<file path="src/rtl/extsync_pkg.sv">
package extsync_pkg;

  typedef enum logic [1:0] {
    SM_INTERNAL    = 2'd0,
    SM_LINELOCK    = 2'd1,
    SM_VRESET_HPLL = 2'd2
  } sync_mode_e;

  typedef enum logic [1:0] {
    PD_IDLE     = 2'd0,
    PD_REF_LEAD = 2'd1,
    PD_INT_LEAD = 2'd2
  } pd_state_e;

  // One-clock falling-edge pulse from two successive samples.
  function automatic logic fall_of(input logic prev, input logic cur);
    return prev & ~cur;
  endfunction

  // Mode implied by the current activity of the two external lines.
  function automatic sync_mode_e classify(input logic hd_act, input logic vd_act);
    if (vd_act && hd_act) return SM_VRESET_HPLL;
    else if (vd_act)      return SM_LINELOCK;
    else                  return SM_INTERNAL;
  endfunction

  // Status flags {hv_det, ext} for a committed mode.
  function automatic logic [1:0] flags_of(input sync_mode_e m);
    case (m)
      SM_LINELOCK:    return 2'b11;
      SM_VRESET_HPLL: return 2'b01;
      default:        return 2'b00;
    endcase
  endfunction

endpackage

</file>
<file path="src/rtl/fall_detect.sv">
module fall_detect
  import extsync_pkg::*;
#(
  parameter int N = 4
) (
  input  logic         clk,
  input  logic         rst_n,
  input  logic [N-1:0] sig_i,
  output logic [N-1:0] fall_o
);

  logic [N-1:0] cur_q;
  logic [N-1:0] prev_q;

  always_ff @(posedge clk or negedge rst_n) begin
    if (!rst_n) begin
      cur_q  <= '1;
      prev_q <= '1;
    end else begin
      cur_q  <= sig_i;
      prev_q <= cur_q;
    end
  end

  for (genvar i = 0; i < N; i++) begin : g_bit
    assign fall_o[i] = fall_of(prev_q[i], cur_q[i]);
  end

endmodule

</file>
<file path="src/rtl/activity_monitor.sv">
module activity_monitor #(
  parameter int WIN_CLKS = 3640
) (
  input  logic clk,
  input  logic rst_n,
  input  logic fall_i,
  output logic active_o
);

  localparam int TW = $clog2(WIN_CLKS + 1);
  localparam logic [TW-1:0] LAST = TW'(WIN_CLKS - 1);

  logic [TW-1:0] age_q;
  logic          seen_q;
  logic          act_q;

  always_ff @(posedge clk or negedge rst_n) begin
    if (!rst_n) begin
      age_q  <= '0;
      seen_q <= 1'b0;
      act_q  <= 1'b0;
    end else if (fall_i) begin
      age_q  <= '0;
      seen_q <= 1'b1;
      act_q  <= seen_q;
    end else if (seen_q) begin
      if (age_q == LAST) begin
        age_q  <= '0;
        seen_q <= 1'b0;
        act_q  <= 1'b0;
      end else begin
        age_q <= age_q + 1'b1;
      end
    end
  end

  assign active_o = act_q;

endmodule

</file>
<file path="src/rtl/mode_qualifier.sv">
module mode_qualifier
  import extsync_pkg::*;
#(
  parameter int QUAL_CLKS = 1024
) (
  input  logic       clk,
  input  logic       rst_n,
  input  sync_mode_e cand_i,
  output sync_mode_e mode_o,
  output logic       tick_o
);

  localparam int CW = $clog2(QUAL_CLKS + 1);
  localparam logic [CW-1:0] LAST = CW'(QUAL_CLKS - 1);

  logic [CW-1:0] cnt_q;
  sync_mode_e    samp_q;
  sync_mode_e    mode_q;
  logic          tick;

  assign tick = (cnt_q == LAST);

  always_ff @(posedge clk or negedge rst_n) begin
    if (!rst_n) begin
      cnt_q  <= '0;
      samp_q <= SM_INTERNAL;
      mode_q <= SM_INTERNAL;
    end else begin
      cnt_q <= tick ? '0 : cnt_q + 1'b1;
      if (tick) begin
        samp_q <= cand_i;
        if (cand_i == samp_q) mode_q <= cand_i;
      end
    end
  end

  assign mode_o = mode_q;
  assign tick_o = tick;

endmodule

</file>
<file path="src/rtl/phase_detect.sv">
module phase_detect
  import extsync_pkg::*;
(
  input  logic clk,
  input  logic rst_n,
  input  logic en_i,
  input  logic ref_fall_i,
  input  logic int_fall_i,
  output logic comp_o,
  output logic oe_o
);

  pd_state_e st_q;
  pd_state_e st_d;

  always_comb begin
    st_d = st_q;
    if (!en_i) begin
      st_d = PD_IDLE;
    end else begin
      case (st_q)
        PD_IDLE: begin
          if (ref_fall_i && !int_fall_i)      st_d = PD_REF_LEAD;
          else if (int_fall_i && !ref_fall_i) st_d = PD_INT_LEAD;
        end
        PD_REF_LEAD: if (int_fall_i) st_d = PD_IDLE;
        PD_INT_LEAD: if (ref_fall_i) st_d = PD_IDLE;
        default:     st_d = PD_IDLE;
      endcase
    end
  end

  always_ff @(posedge clk or negedge rst_n) begin
    if (!rst_n) st_q <= PD_IDLE;
    else        st_q <= st_d;
  end

  assign oe_o   = en_i && (st_q != PD_IDLE);
  assign comp_o = oe_o && (st_q == PD_REF_LEAD);

endmodule

</file>
<file path="src/rtl/extsync_mode_pd.sv">
module extsync_mode_pd
  import extsync_pkg::*;
#(
  parameter int LINE_CLKS     = 910,
  parameter int FIELD_LINES   = 263,
  parameter int HD_WIN_LINES  = 4,
  parameter int VD_WIN_FIELDS = 2
) (
  input  logic       clk,
  input  logic       rst_n,
  input  logic       ext_hd_i,
  input  logic       ext_vd_i,
  input  logic       int_hd_i,
  input  logic       int_vd_i,
  output logic       hv_det_o,
  output logic       ext_o,
  output logic [1:0] mode_o,
  output logic       comp_o,
  output logic       comp_oe_o
);

  localparam int HD_WIN_CLKS = HD_WIN_LINES * LINE_CLKS;
  localparam int VD_WIN_CLKS = VD_WIN_FIELDS * FIELD_LINES * LINE_CLKS;
  localparam int QUAL_CLKS   = VD_WIN_CLKS;

  // Bit order of the sampled input bundle.
  localparam int B_EHD = 0;
  localparam int B_EVD = 1;
  localparam int B_IHD = 2;
  localparam int B_IVD = 3;

  logic [3:0] raw;
  logic [3:0] falls;
  logic       ehd_fall, evd_fall, ihd_fall, ivd_fall;
  logic       hd_act, vd_act;
  sync_mode_e cand;
  sync_mode_e mode_q;
  logic       qual_tick;
  logic       ref_fall, int_fall;
  logic       cmp_en;

  assign raw = {int_vd_i, int_hd_i, ext_vd_i, ext_hd_i};

  fall_detect #(.N(4)) u_fall (
    .clk    (clk),
    .rst_n  (rst_n),
    .sig_i  (raw),
    .fall_o (falls)
  );

  assign ehd_fall = falls[B_EHD];
  assign evd_fall = falls[B_EVD];
  assign ihd_fall = falls[B_IHD];
  assign ivd_fall = falls[B_IVD];

  activity_monitor #(.WIN_CLKS(HD_WIN_CLKS)) u_hd_act (
    .clk      (clk),
    .rst_n    (rst_n),
    .fall_i   (ehd_fall),
    .active_o (hd_act)
  );

  activity_monitor #(.WIN_CLKS(VD_WIN_CLKS)) u_vd_act (
    .clk      (clk),
    .rst_n    (rst_n),
    .fall_i   (evd_fall),
    .active_o (vd_act)
  );

  assign cand = classify(hd_act, vd_act);

  mode_qualifier #(.QUAL_CLKS(QUAL_CLKS)) u_qual (
    .clk    (clk),
    .rst_n  (rst_n),
    .cand_i (cand),
    .mode_o (mode_q),
    .tick_o (qual_tick)
  );

  always_comb begin
    cmp_en   = 1'b0;
    ref_fall = 1'b0;
    int_fall = 1'b0;
    case (mode_q)
      SM_LINELOCK: begin
        cmp_en   = 1'b1;
        ref_fall = evd_fall;
        int_fall = ivd_fall;
      end
      SM_VRESET_HPLL: begin
        cmp_en   = 1'b1;
        ref_fall = ehd_fall;
        int_fall = ihd_fall;
      end
      default: ;
    endcase
  end

  phase_detect u_pd (
    .clk        (clk),
    .rst_n      (rst_n),
    .en_i       (cmp_en),
    .ref_fall_i (ref_fall),
    .int_fall_i (int_fall),
    .comp_o     (comp_o),
    .oe_o       (comp_oe_o)
  );

  assign mode_o              = mode_q;
  assign {hv_det_o, ext_o}   = flags_of(mode_q);

endmodule

</file>
<file path="config.mk">
export PLATFORM = sky130hd
export DESIGN_NAME = extsync_mode_pd
export DESIGN_NICKNAME = d
export VERILOG_FILES = /design/src/rtl/extsync_pkg.sv /design/src/rtl/fall_detect.sv /design/src/rtl/activity_monitor.sv /design/src/rtl/mode_qualifier.sv /design/src/rtl/phase_detect.sv /design/src/rtl/extsync_mode_pd.sv
export SDC_FILE = /design/constraint.sdc
export NUM_CORES = 1
export LEC_CHECK = 0
export ABC_AREA = 1
export CAP_MARGIN = 20
export CORE_UTILIZATION = 55
export CTS_BUF_LIST = sky130_fd_sc_hd__clkbuf_4
export DETAILED_ROUTE_END_ITERATION = 10
export GPL_TIMING_DRIVEN = 0
export PLACE_DENSITY = 0.73
export SETUP_SLACK_MARGIN = 0.02
export SYNTH_ARGS = -nofsm -noshare
export SYNTH_HDL_FRONTEND = slang
export SYNTH_SLANG_ARGS = --single-unit
</file>
<file path="constraint.sdc">
create_clock -name clk -period 2.1 [get_ports clk]
set_clock_uncertainty 0.05 [all_clocks]
set_input_delay 0.315 -clock clk [delete_from_list [all_inputs] [get_ports clk]]
set_output_delay 0.315 -clock clk [all_outputs]
set_load 0.005 [all_outputs]
</file>
# Word level (Yosys, flattened, before mapping)
# Index checks and enable logic that the tools add are counted.
[totals] register_bits=68 latchBits=0 mem_bits_rw=0 rom_bits=0 input_bits=6 output_inout_bits=6 word_cells=83 mem_count=0
[classes] addsub=3 multipliers=0 n_div=0 order_cmp=0 eq_ne=11 n_shift=0 n_mux=31 bitwise=8 reduce_logical=18
[ops] cell="$mux 19" n=4
[ops] cell="$add 19x1->19 const B" n=2
[ops] cell="$eq 19x19->1 const B" n=2
[ops] cell="$mux 12" n=3
[ops] cell="$mux 1" n=14
[ops] cell="$add 12x1->12 const B" n=1
[ops] cell="$eq 12x12->1 const B" n=1
[ops] cell="$mux 2" n=6
[ops] cell="$reduce_bool 2->1" n=5
[ops] cell="$ne 3x3->1 const B" n=2
[ops] cell="$pmux 2 s3" n=1
[ops] cell="$reduce_and 2->1" n=3
[ops] cell="$logic_and 1x1->1" n=5
[ops] cell="$and 1x1->1" n=4
[ops] cell="$eq 2x1->1 const B" n=2
[ops] cell="$eq 2x2->1 const B" n=2
[ops] cell="$ne 4x4->1 const B" n=1
[ops] cell="$not 1->1" n=4
[ops] cell="$pmux 1 s2" n=2
[ops] cell="$pmux 2 s2" n=1
[ops] cell="$reduce_and 3->1" n=1
[ops] cell="$eq 2x2->1" n=1
[ops] cell="$logic_not 1->1" n=2
[ops] cell="$logic_not 2->1" n=1
[ops] cell="$reduce_or 2->1" n=1

# Logic depth before layout (Yosys ltp)
[logic_depth] ltp_word=9 ltp_mapped=11 mapped_depth_nobuf=11

# Hierarchy
# Synthesis repeated with hierarchy kept, for this count alone.
[unflattened] hier_cells=503 area_unflattened_um2=3793.6
[by_module_without_submodules] module="mode_qualifier" instances=1 cells_per_inst=174 area_per_inst_um2=1298.7 seq_area_each_um2=575.6
[by_module_without_submodules] module="activity_monitor (u_vd_act)" instances=1 cells_per_inst=172 area_per_inst_um2=1211.2 seq_area_each_um2=525.5
[by_module_without_submodules] module="activity_monitor (u_hd_act)" instances=1 cells_per_inst=102 area_per_inst_um2=802.0 seq_area_each_um2=350.3
[by_module_without_submodules] module="fall_detect" instances=1 cells_per_inst=16 area_per_inst_um2=250.2 seq_area_each_um2=210.2
[by_module_without_submodules] module="phase_detect" instances=1 cells_per_inst=23 area_per_inst_um2=142.6 seq_area_each_um2=50.0
[by_module_without_submodules] module="extsync_mode_pd" instances=1 cells_per_inst=16 area_per_inst_um2=88.8 seq_area_each_um2=0.0

# Worst setup path before layout
# OpenSTA, ideal clock, no wires.
[synth_timing] path_kind="register to register" from="reg u_qual.mode_q[0] (netlist: u_qual.mode_o[0])" to="reg u_pd.st_q[1]" setup_time_ns=0.117 t_arrival_ns=1.519 required_time_ns=1.933 slack_ns=0.414 stages_incl_launch_ff=11 n_path_buf=0 synth_period_minus_slack_ns=1.686 cell_sequence="dfrtp_1 -> inv_1 -> ha_1 -> inv_1 -> nand2_1 -> ha_1 -> nand2_1 -> nand3_1 -> nand2_1 -> nand2_1 -> nand2_1"
[synth_between] elab_chain_len=7 elab_cells_between_ends=17 cone_classes="eq/ne (5); mux (6); reduce/logical (6)"
[synth_rtl] item="start, declared" line_no="mode_qualifier.sv:18" rtl="sync_mode_e mode_q;"
[synth_rtl] item="start signal, assigned" line_no="mode_qualifier.sv:32" rtl="if (cand_i == samp_q) mode_q <= cand_i;"
[synth_rtl] item="$eq 2x2->1 or $eq 2x1->1 (tied branches)" line_no="extsync_mode_pd.sv:84" rtl="case (mode_q)"
[synth_rtl] item="$pmux 1 s2" line_no="extsync_mode_pd.sv:84"
[synth_rtl] item="$logic_not 1->1" line_no="phase_detect.sv:23" rtl="if (ref_fall_i && !int_fall_i) st_d = PD_REF_LEAD;"
[synth_rtl] item="$logic_and 1x1->1" line_no="phase_detect.sv:23"
[synth_rtl] item="$mux 2" line_no="phase_detect.sv:23"
[synth_rtl] item="$pmux 2 s3" line_no="phase_detect.sv:21" rtl="case (st_q)"
[synth_rtl] item="$mux 2" line_no="phase_detect.sv:18" rtl="if (!en_i) begin"
[synth_rtl] item="end signal, assigned" line_no="phase_detect.sv:35" rtl="else st_q <= st_d;"
[synth_rtl] item="end, declared" line_no="phase_detect.sv:13" rtl="pd_state_e st_q;"
# Parallel ways exist; a longest one is shown, timed or not.
# A chain may end at the register's enable or synchronous reset.

# Worst setup path in the final report
[layout_timing] from="reg u_qual.mode_q[0] (netlist: u_qual.mode_o[0])" to="out hv_det_o"
[layout_between] elab_chain_len=2 elab_cells_between_ends=3 cone_classes="eq/ne (2); mux (1)"
[layout_rtl] item="$eq 2x2->1 or $eq 2x1->1 (tied branches)" line_no="extsync_pkg.sv:29" rtl="case (m)"
[layout_rtl] item="$pmux 2 s2 *" line_no="extsync_pkg.sv:29"
[layout_rtl] item="end, declared" line_no="extsync_mode_pd.sv:15" rtl="output logic hv_det_o,"
# Mark *: on every way between the ends. The rest lies on a longest branch, timed or not.

==> summary.txt <==
Register area share after synthesis -> 45.4%
Max clock buf depth -> 2
Commonest non-fill, non-tap cell in the layout -> sky130_fd_sc_hd__nand2_1
Net count of the finished layout -> 542
DRC -> 3
Total Routing Usage GR -> 22.7%
Antenna violations before repair -> 0
IO Port Bufs -> 11
Crit end category -> output pin
Highest attainable clock frequency -> 0.500 GHz
CTS tree -> built
Insertion delay to the later sink of the worst-skew pair -> 0.40 ns
Number of placement rows -> 29
Initial core utilization -> 58.0%
Ratio of total power to cell area -> 638 nW/µm²
Area of the core -> 6490 µm²
Worst Path Max Fanout -> 3
Area of the die -> 7190 µm²
Kind of start point of the critical path -> register
Final worst-path cycle share -> 95.2%
Leakage component of the power -> 2.00 nW
PnR worst setup slack -> 0.101 ns
Congestion Overflow GR -> 0
Overall die width -> 84.8 µm
HPWL after detailed placement -> 5230 µm
Dominant cell type by area after synthesis -> sky130_fd_sc_hd__dfrtp_1
Ratio of cells with drive above 1 in the final layout -> 10.8%
Count of vias placed by the detailed router -> 3135
Clk root buf -> sky130_fd_sc_hd__clkbuf_4
Capturing element of the worst setup path -> hv_det_o
Die Ht -> 84.8 µm
Final max-slew violation count -> 0
Clock edge transition at the registers on the reported setup and hold paths -> 0.11 ns
Path type of the worst min-delay path -> primary input to register
I/O Pins -> 12
Final Core Density -> 64.2%
Synthesized netlist cell count -> 505
Synth Cell Area -> 3770 µm²
Number of hold-slack violations in the final timing report -> 0
Clock buffers created by TritonCTS -> 9
Setup slack of the worst register-to-register path -> 0.37 ns
Most used cells in the layout excluding fill and tap cells -> 139 x sky130_fd_sc_hd__nand2_1, 82 x sky130_fd_sc_hd__nor2_1, 68 x sky130_fd_sc_hd__inv_1, 60 x sky130_fd_sc_hd__dfrtp_1, 29 x sky130_fd_sc_hd__nand3_1
Failing checks -> design-rule violations
Endpoint of the worst register-to-register path -> u_qual.cnt_q[7]
Slew Limit Headroom -> 45.9%
Remaining antenna violation count after routing -> 0
Setup TNS after final layout -> 0 ns
Synthesis-to-finish area growth -> 10.7%
Start point of the critical path -> u_qual.mode_o[0]
Largest cells by area after synthesis -> sky130_fd_sc_hd__dfrtp_1 40%, sky130_fd_sc_hd__nand2_1 14%, sky130_fd_sc_hd__nor2_1 8.2%
Maximum level of the CTS H-tree -> 3
Run status -> finished, violations left
Area share of the largest cell type after synthesis -> 39.9%
Worst hold margin -> 0.257 ns
Count of maximum capacitance violations -> 0
Source of the worst register-to-register timing path -> u_qual.cnt_q[0]
CTS sink cnt -> 68
Actual slew at the worst max-slew pin -> 0.812 ns
Pin count of the biggest net entering global routing -> 69
Flip-flop and latch count after synthesis -> 68
Total detailed-routing wirelength -> 7210 µm
Via count of the first global-routing pass -> 3010
Crit path kind -> register to output pin
R2R depth -> 8
Starting DRC count in detailed routing -> 208
RSZ-0062 raised after global routing -> no
Count of distinct cell types in the synthesized netlist -> 26
Antenna Diode Count -> 0
First-pass GRT wire length -> 13000 µm
Avg WL per Cell -> 11.8 µm
Final period demand of the worst path -> 2.00 ns
Post-synthesis average cell area -> 7.46 µm²
Per-cell via count in the routed design -> 5.12
TritonRoute pass-1 iters -> 10
Post-placement worst setup slack -> 0.206 ns
Placer's final routability congestion estimate -> 0.892
Data arrival time of the critical path -> 1.63 ns
Required time worst endpoint -> 1.74 ns
Net count of the mapped netlist -> 517
Final setup fails -> 0
Worst VDD drop -> 0.333 mV
Number of warning messages in the yosys log -> 0
worst max-delay path, stage by stage, from the launching register on:
cell                              delay [ns]
sky130_fd_sc_hd__dfrtp_1                0.41
sky130_fd_sc_hd__buf_4                  0.15
sky130_fd_sc_hd__ha_1                   0.23
sky130_fd_sc_hd__clkdlybuf4s50_1        0.45
state kept, by name, indices dropped and copies added (netlist names):
register           flops
u_vd_act.active_o      1
u_fall.prev_q          4
u_qual.samp_q          2
u_hd_act.age_q        12
u_vd_act.seen_q        1
u_hd_act.seen_q        1
u_hd_act.active_o      1
u_qual.cnt_q          19
u_vd_act.age_q        19
u_fall.cur_q           4
u_pd.st_q              2
u_qual.mode_o          2
kinds of logic (layout without fill, tap and decap cells):
group / Yosys count / count (layout) / share of synthesized area, %
adder cells (fa/ha/maj): 6 / 6 / 1.99
flip-flops: 68 / 68 / 45.4
XOR/XNOR: 23 / 23 / 5.35
buffers and inverters: 76 / 106 / 7.77
AO/OA/AOI/OAI: 25 / 25 / 3.65
AND/OR/NAND/NOR: 307 / 307 / 35.8
routing by layer:
metal  track usage, %  wire length, µm  part of all wire (%)  vias to the layer above
li1                 -                -                     -                     1620
met1             30.8             3600                    50                     1448
met2             36.6             3230                    45                       61
met3             3.64              284                   3.9                        6
met4             8.94               88                   1.2                        0
met5                0                0                     0                        -
layout make-up:
class | count | area, µm²
plain buffers | 1 | 11.3
clock buffers | 11 | 82.6
clock inverters | 5 | 77.6
fillers | 579 | 2330
inverters | 75 | 282
multi-input cells | 361 | 1780
flip-flops and latches | 68 | 1710
well taps | 77 | 96.3
repair buffers | 14 | 133
worst min path at each step:
stage | from | cells after the start | slack [ns] | end
5_1_grt | ext_hd_i | 1 | 0.23 | u_fall.cur_q[0]
3_3_place_gp | u_fall.cur_q[3] | 0 | 0.30 | u_fall.prev_q[3]
6_report | ext_hd_i | 1 | 0.26 | u_fall.cur_q[0]
4_1_cts | ext_hd_i | 1 | 0.24 | u_fall.cur_q[0]
3_5_place_dp | u_fall.cur_q[3] | 0 | 0.31 | u_fall.prev_q[3]
2_1_floorplan | rst_n | 0 | -0.03 | u_hd_act.active_o
cell usage after synthesis:
master,n
sky130_fd_sc_hd__nor2_2,8
sky130_fd_sc_hd__nor4_1,1
sky130_fd_sc_hd__o21bai_1,4
sky130_fd_sc_hd__ha_1,6
sky130_fd_sc_hd__or2_0,1
sky130_fd_sc_hd__nand3_2,2
sky130_fd_sc_hd__nand2_1,139
sky130_fd_sc_hd__inv_2,5
sky130_fd_sc_hd__buf_6,1
sky130_fd_sc_hd__o21ai_0,9
sky130_fd_sc_hd__nand3_1,29
sky130_fd_sc_hd__nor3_2,1
sky130_fd_sc_hd__dfstp_2,8
sky130_fd_sc_hd__dfrtp_1,60
sky130_fd_sc_hd__nor2_4,4
sky130_fd_sc_hd__nand4_1,14
sky130_fd_sc_hd__nand3b_1,4
sky130_fd_sc_hd__a31oi_1,2
sky130_fd_sc_hd__nor2_1,82
sky130_fd_sc_hd__o21ai_1,5
sky130_fd_sc_hd__inv_1,70
sky130_fd_sc_hd__nand2_2,7
sky130_fd_sc_hd__xnor2_1,6
sky130_fd_sc_hd__a21oi_1,5
sky130_fd_sc_hd__nor3_1,15
sky130_fd_sc_hd__xor2_1,17
timing repair:
action | in CTS | in global routing
buffers inserted | 2 | 0
resized for setup | 5 | 1
setup endpoints to repair | 3 | 1
pin swaps | 0 | 0
cloned | 0 | 0
hold buffers | 1 | 0
endpoints found under the hold margin | 60 | 0
per-stage QoR:
step	power (mW)	instances	cell area [µm²]
after floorplan	1.64	505	3770
after global placement	1.71	593	3970
after detailed placement	1.73	593	3970
after CTS	2.70	612	4170
after global routing	2.81	612	4170
final	2.66	612	4170
report_power, final:
part,internal (mW),switching (mW),leakage [nW]
Clock,0.507,0.454,0.0868
Combinational,0.0921,0.142,1.03
Sequential,1.39,0.0778,0.882
Total,1.99,0.673,2.00
No activity file was read; power rests on OpenSTA's default activity.
